===== src/rtl/split_mul_pkg.sv =====
package split_mul_pkg;

  // Index of a partial product in the four-entry array.
  // Bit 0 set: the upper half of A is used. Bit 1 set: the upper half of B is used.
  typedef enum logic [1:0] {
    PP_LL = 2'd0,
    PP_HL = 2'd1,
    PP_LH = 2'd2,
    PP_HH = 2'd3
  } pp_sel_e;

  localparam int unsigned PP_COUNT = 4;

  // Number of upper halves that take part in a partial product.
  // This sets its weight as a power of 2^HALF.
  function automatic int unsigned pp_weight(input pp_sel_e sel);
    logic [1:0] s;
    s = sel;
    return int'(s[0]) + int'(s[1]);
  endfunction

endpackage


===== src/rtl/pp_mult.sv =====
module pp_mult #(
  parameter int unsigned W = 16
) (
  input  logic [W-1:0]   x,
  input  logic [W-1:0]   y,
  output logic [2*W-1:0] p
);

  function automatic logic [2*W-1:0] mul_half(input logic [W-1:0] a, input logic [W-1:0] b);
    return {{W{1'b0}}, a} * {{W{1'b0}}, b};
  endfunction

  assign p = mul_half(x, y);

endmodule


===== src/rtl/pp_array.sv =====
module pp_array #(
  parameter int unsigned OP_W = 32
) (
  input  logic [OP_W-1:0]                                 op_a,
  input  logic [OP_W-1:0]                                 op_b,
  output logic [split_mul_pkg::PP_COUNT-1:0][OP_W-1:0]    pp
);

  localparam int unsigned HALF = OP_W / 2;

  logic [HALF-1:0] a_hi, a_lo, b_hi, b_lo;

  // Operand split: A = a_hi*2^HALF + a_lo, B = b_hi*2^HALF + b_lo
  assign a_hi = op_a[OP_W-1:HALF];
  assign a_lo = op_a[HALF-1:0];
  assign b_hi = op_b[OP_W-1:HALF];
  assign b_lo = op_b[HALF-1:0];

  for (genvar i = 0; i < int'(split_mul_pkg::PP_COUNT); i++) begin : g_pp
    localparam bit A_UP = (i % 2) == 1;
    localparam bit B_UP = (i / 2) == 1;
    logic [HALF-1:0] a_h, b_h;

    assign a_h = A_UP ? a_hi : a_lo;
    assign b_h = B_UP ? b_hi : b_lo;

    pp_mult #(.W(HALF)) u_mul (
      .x(a_h),
      .y(b_h),
      .p(pp[i])
    );
  end

endmodule


===== src/rtl/pp_combine.sv =====
module pp_combine #(
  parameter int unsigned OP_W = 32
) (
  input  logic [split_mul_pkg::PP_COUNT-1:0][OP_W-1:0] pp,
  output logic [2*OP_W-1:0]                            product,
  output logic                                         mid_carry
);

  import split_mul_pkg::*;

  localparam int unsigned HALF   = OP_W / 2;
  localparam int unsigned PROD_W = 2 * OP_W;
  localparam int unsigned MID_W  = OP_W + 1;
  localparam int unsigned MID_SH = HALF * pp_weight(PP_HL);

  logic [MID_W-1:0]  mid_sum;
  logic [PROD_W-1:0] outer;
  logic [PROD_W-1:0] mid_aligned;

  // Middle sum is kept one bit wider so that its carry survives
  function automatic logic [MID_W-1:0] add_mid(input logic [OP_W-1:0] x, input logic [OP_W-1:0] y);
    return {1'b0, x} + {1'b0, y};
  endfunction

  // The top and bottom products never overlap, so they are simply concatenated
  function automatic logic [PROD_W-1:0] join_outer(input logic [OP_W-1:0] hh, input logic [OP_W-1:0] ll);
    return {hh, ll};
  endfunction

  assign mid_sum     = add_mid(pp[int'(PP_HL)], pp[int'(PP_LH)]);
  assign mid_carry   = mid_sum[MID_W-1];
  assign outer       = join_outer(pp[int'(PP_HH)], pp[int'(PP_LL)]);
  assign mid_aligned = {{(PROD_W-MID_W){1'b0}}, mid_sum} << MID_SH;
  assign product     = outer + mid_aligned;

endmodule


===== src/rtl/split_mul32.sv =====
module split_mul32 #(
  parameter int unsigned OP_W       = 32,
  parameter bit          REGISTERED = 1'b1
) (
  input  logic              clk,
  input  logic              rst,
  input  logic              in_valid,
  input  logic [OP_W-1:0]   op_a,
  input  logic [OP_W-1:0]   op_b,
  output logic              out_valid,
  output logic [2*OP_W-1:0] product
);

  import split_mul_pkg::*;

  localparam int unsigned HALF   = OP_W / 2;
  localparam int unsigned PROD_W = 2 * OP_W;

  logic [PP_COUNT-1:0][OP_W-1:0] pp_now;

  pp_array #(.OP_W(OP_W)) u_array (
    .op_a(op_a),
    .op_b(op_b),
    .pp  (pp_now)
  );

  if (REGISTERED) begin : g_pipe
    logic                          s1_valid;
    logic [PP_COUNT-1:0][OP_W-1:0] s1_pp;
    logic                          s2_valid;
    logic [PROD_W-1:0]             s2_prod;
    logic [PROD_W-1:0]             sum_now;
    logic                          mid_carry;

    pp_combine #(.OP_W(OP_W)) u_comb (
      .pp       (s1_pp),
      .product  (sum_now),
      .mid_carry(mid_carry)
    );

    // Valid pipeline: reset clears it
    always_ff @(posedge clk) begin
      if (rst) begin
        s1_valid <= 1'b0;
        s2_valid <= 1'b0;
      end else begin
        s1_valid <= in_valid;
        s2_valid <= s1_valid;
      end
    end

    // Data pipeline: no reset
    always_ff @(posedge clk) begin
      s1_pp   <= pp_now;
      s2_prod <= sum_now;
    end

    assign out_valid = s2_valid;
    assign product   = s2_prod;

    p_latency_r2 : assert property (@(posedge clk) disable iff (rst)
      in_valid |=> ##1 out_valid);

    p_no_spurious_r3 : assert property (@(posedge clk) disable iff (rst)
      out_valid |-> $past(in_valid, 2));

    p_reset_clears_r4 : assert property (@(posedge clk)
      rst |=> !out_valid);

    p_mid_carry_r5 : assert property (@(posedge clk) disable iff (rst)
      (s1_valid && mid_carry) |-> (s1_pp[int'(PP_HL)] != '0 && s1_pp[int'(PP_LH)] != '0));

    p_low_half_r1 : assert property (@(posedge clk) disable iff (rst)
      s1_valid |=> (product[HALF-1:0] == $past(s1_pp[int'(PP_LL)][HALF-1:0])));

    p_zero_r7 : assert property (@(posedge clk) disable iff (rst)
      (in_valid && (op_a == '0 || op_b == '0)) |=> ##1 (product == '0));
  end else begin : g_comb
    logic mid_carry_unused;

    pp_combine #(.OP_W(OP_W)) u_comb (
      .pp       (pp_now),
      .product  (product),
      .mid_carry(mid_carry_unused)
    );

    assign out_valid = in_valid;
  end

endmodule


===== config.mk =====
export PLATFORM = sky130hd
export DESIGN_NAME = split_mul32
export DESIGN_NICKNAME = d
export VERILOG_FILES = /design/src/rtl/split_mul_pkg.sv /design/src/rtl/pp_mult.sv /design/src/rtl/pp_array.sv /design/src/rtl/pp_combine.sv /design/src/rtl/split_mul32.sv
export SDC_FILE = /design/constraint.sdc
export NUM_CORES = 2
export LEC_CHECK = 0
export ABC_CLOCK_PERIOD_IN_PS = 10100
export BUFFER_PORTS_ARGS = -buffer_cell sky130_fd_sc_hd__buf_2
export CORE_UTILIZATION = 65
export DETAILED_ROUTE_END_ITERATION = 8
export PLACE_DENSITY = 0.8
export SKIP_CTS_REPAIR_TIMING = 1
export SLEW_MARGIN = 0
export SYNTH_ARGS = -nofsm -noshare
export SYNTH_HDL_FRONTEND = slang
export SYNTH_HIERARCHICAL = 1
export SYNTH_SLANG_ARGS = --single-unit

===== constraint.sdc =====
create_clock -name clk -period 10.1 [get_ports clk]
set_clock_uncertainty 0.1 [all_clocks]
set_input_delay 1.01 -clock clk [delete_from_list [all_inputs] [get_ports clk]]
set_output_delay 1.01 -clock clk [all_outputs]
set_load 0.005 [all_outputs]

After elaboration in Yosys (flattened, before gate mapping)
Index checks and enable logic that the tools add are counted.
Widths: inputs -> output; s select.

word-level totals
  register bits = 194
  bits in latches = 0
  memory bits (writable) = 0
  ROM bits = 0
  input bits = 67
  word-level logic and storage cells = 13
  memories kept = 0

operators by class
  add/subtract/negate cells = 2
  $mul = 4
  divide/modulo/power cells = 0
  magnitude comparators = 0
  equality and inequality tests = 0
  shifts and indexed selects = 0
  muxes and demuxes = 0
  bitwise gates (word level) = 0
  reduce and logical (&&, ||, !) cells = 0

operator list
  operator        count
  $mul 16x16->32  4
  $add 64x49->64  1
  $add 32x32->33  1

Longest topological paths before layout
  word-level depth = 2
  gate-level depth with buffers = 22
  depth with buffers taken out = 20

Cells and area by module
The synthesis kept the hierarchy.

by module, submodules not included
  module                           instances  cells an instance  area each (um^2)  sequential area each (um^2)
  pp_mult (u_array.g_pp[0].u_mul)  1          1017               8763.4            0.0
  pp_mult (u_array.g_pp[2].u_mul)  1          1006               8680.8            0.0
  pp_mult (u_array.g_pp[3].u_mul)  1          1010               8663.3            0.0
  pp_mult (u_array.g_pp[1].u_mul)  1          983                8471.9            0.0
  split_mul32                      1          196                3896.2            3883.7
  pp_combine                       1          526                3819.9            0.0

Least setup slack after synthesis
Ideal clock, no wire load.

  kind = input to register
  start point = input port op_b[1]
  end point = register g_pipe.s1_pp[60] (netlist bit)
  data arrival time = 6.337 ns
  required time = 9.878 ns
  setup slack = 3.541 ns
  stages = 19
  path through = clkbuf_1 nand2_1 fa_1 fa_1 fa_1 fa_1 inv_1 fa_1 inv_1 fa_1 inv_1 ha_1 a21o_1 a31oi_2 o211ai_2 a2111o_1 a2111oi_2 nor2_1 xor2_1

RTL lines
  what                    line               text
  start: declaration      split_mul32.sv:9   input logic [OP_W-1:0] op_b,
  end signal: assignment  split_mul32.sv:54  s1_pp <= pp_now;
  end: declaration        split_mul32.sv:29  logic [PP_COUNT-1:0][OP_W-1:0] s1_pp;

==> summary.md <==
| Metric | Value |
|---|---|
| Status | `completed` |
| Die X | `257 µm` |
| Worst setup EP type | `flip-flop` |
| Unrepaired setup endpoints after global routing | `no` |
| Die area | `0.0661 mm²` |
| H-tree Lvls | `4` |
| Tcrit/Tclk final | `67.9%` |
| Cts bufs inserted | `17` |
| Final setup fails | `0` |
| Final Slew Violations | `0` |
| Clock slew at reported path FFs | `0.08 ns` |
| First-pass GRT wire length | `174000 µm` |
| Synth Warn # | `6` |
| Slew headroom | `37.9%` |
| FF+latch count, synth | `194` |
| Routed wire per std cell | `19.1 µm` |
| Mapped cell area | `0.0423 mm²` |
| Max FO, Critical Path | `32` |
| Most instantiated cells after synthesis | `914 x inv_1, 778 x fa_1, 671 x nand2_1` |
| Ranking of synthesized cells by area | `fa_1 37%, ha_1 14%, dfxtp_1 9.2%` |
| Dpl hpwl | `82300 µm` |
| Async SR Flop Fraction | `0%` |
| Core area | `0.0643 mm²` |
| Area Growth Syn to Fin | `3.79%` |
| Top-count cell post-synth | `inv_1` |
| Initial antenna violation count | `5` |
| Total Routing Usage GR | `33.2%` |
| Port Buffer Count | `131` |
| Startpoint types | `input pin` |
| Crit path top cell by count | `fa_1` |
| Max-cap viol count | `0` |
| CTS tree | `done` |
| Largest area contributor in the synthesized netlist | `fa_1` |
| Number of global-route vias before repair | `33956` |
| Pre-antenna DRT Iters | `7` |
| CP arrival | `7.17 ns` |
| DR iter-0 viols | `2450` |
| Post-Syn Nets | `6070` |
| Crit-path cells | `buf_2 -> nand2_1 -> fa_1 -> fa_1 -> fa_1 -> inv_1 -> fa_1 -> fa_1 -> inv_1 -> fa_1 -> inv_1 -> ha_1 -> a21oi_1 -> o21ai_0 -> a21oi_1 -> nor2_1 -> or3_1 -> a21oi_1 -> xnor2_1` |
| Required time of the critical path | `10.41 ns` |
| Sink Count | `194` |
| Avg Cell Area, Syn | `8.93 µm²` |
| Worst hold path class | `reg2reg` |
| Post-detailed-route count of antenna-violating nets | `0` |
| Final setup TNS | `0 ns` |
| Remaining global-route overflow | `0` |
| R2R Setup Slk | `5.00 ns` |
| Min Hold Slack | `0.230 ns` |
| Placer Congestion | `0.938` |
| CP max-delay cell | `buf_2` |
| Post-synth top area share | `36.8%` |
| Final Hold Viols | `0` |
| Via count | `32378` |
| NumNets Final | `6052` |
| Maximum buffer depth of the clock tree | `2` |
| Root cell of the clock tree | `clkbuf_16` |
| Worst-skew pair later-pin latency | `0.48 ns` |
| Post-Syn Instances | `4738` |
| Post-synth EDFFs | `0` |
| Largest net degree at the start of global routing | `33` |
| Yosys cell types | `101` |
| FMAX | `146 MHz` |
| DR vias/cell | `5.79` |
| DRC Markers | `0` |
| Die H | `257 µm` |
| # IOs | `132` |
| Crit path time final | `6.85 ns` |
| Least-Margin Pin Slew | `0.931 ns` |
| Max incr delay on CP | `0.65 ns` |
| Share of post-route cells with drive strength above 1 | `5.05%` |
| Register area share after synthesis | `9.18%` |
| Setup CP Type | `in2reg` |
| Initial Utilization | `65.7%` |
| Buffers & Inverters on Critical Path | `4` |
| Most used DFF post-synth | `dfxtp_1` |
| # rows | `93` |
| Critical path's top delay family | `adder cells` |
| Final WL | `107000 µm` |
[routing by layer]
metal / wire length [µm] / global-route usage, % / up-vias / part of all wire (%)
met5: 38 / 0 / - / 0.036
met4: 2530 / 9.42 / 6 / 2.4
met3: 9340 / 6.71 / 184 / 8.7
met2: 49400 / 54.1 / 1394 / 46
met1: 45600 / 44.8 / 16189 / 43
li1: - / - / 14605 / -
[state kept, by name, summed over array words and instances, names as in the netlist]
register / cells
g_pipe.s1_valid: 1
product: 64
out_valid: 1
g_pipe.s1_pp: 128
[per-stage QoR]
stage                     cells  worst slack, ns  util [%]  cell area [µm²]
after floorplan            4738             3.54         -            42300
after global placement     5556             2.80      67.3            43300
after detailed placement   5556             2.82      67.3            43300
after CTS                  5588             3.34      68.2            43900
after global routing       5588             2.97      68.2            43900
final                      5591             3.25      68.2            43900
[final cells by class]
type                       count  area, µm²
clock buffer                  18        429
timing repair buffer         140        723
clock inverter                14        139
inverter                     914       3430
tap                          855       1070
fill                        5114      20500
multi-input combinational   3453      34200
antenna                        3       7.51
sequential                   194       3880
[worst paths after layout]
kind / from / to / depth (start not counted)
worst max-delay path: op_b[17] / g_pipe.s1_pp[126] / 19
worst min-delay path: g_pipe.s1_pp[14] / product[14] / 0
worst max register to register: g_pipe.s1_pp[64] / product[63] / 20
worst min register to register: g_pipe.s1_pp[14] / product[14] / 0
[cells in the final DEF (no fill, tap or decap), types with 32 or more instances in the layout]
cell     netlist  routed
buf_2         10     131
and2_1       499     499
dfxtp_1      194     194
nand2_1      671     671
nand3_1       45      45
nor2_1       100     100
xnor2_1      116     116
ha_1         487     487
nand4_1       32      32
inv_1        914     914
a21oi_1      166     166
xor2_1        61      61
a21o_1        72      72
fa_1         778     778
o21ai_0       74      74
[cell families (layout without fill, tap and decap cells)]
| family | count (synthesis) | after routing | share of synthesized area (%) |
|---|---|---|---|
| AND/OR/NAND/NOR | 1480 | 1480 | 17.3 |
| adder cells (fa/ha/maj) | 1265 | 1265 | 51.2 |
| buffers and inverters | 1091 | 1086 | 9.92 |
| AO/OA/AOI/OAI | 524 | 524 | 8.48 |
| flip-flops | 194 | 194 | 9.18 |
| XOR/XNOR | 177 | 177 | 3.67 |
| multiplexers | 7 | 7 | 0.172 |
| other | 0 | 3 | 0 |
Power is left out: the tool's default activity adds up to more than one toggle a clock period on the data nets, which glitch-free logic cannot reach.
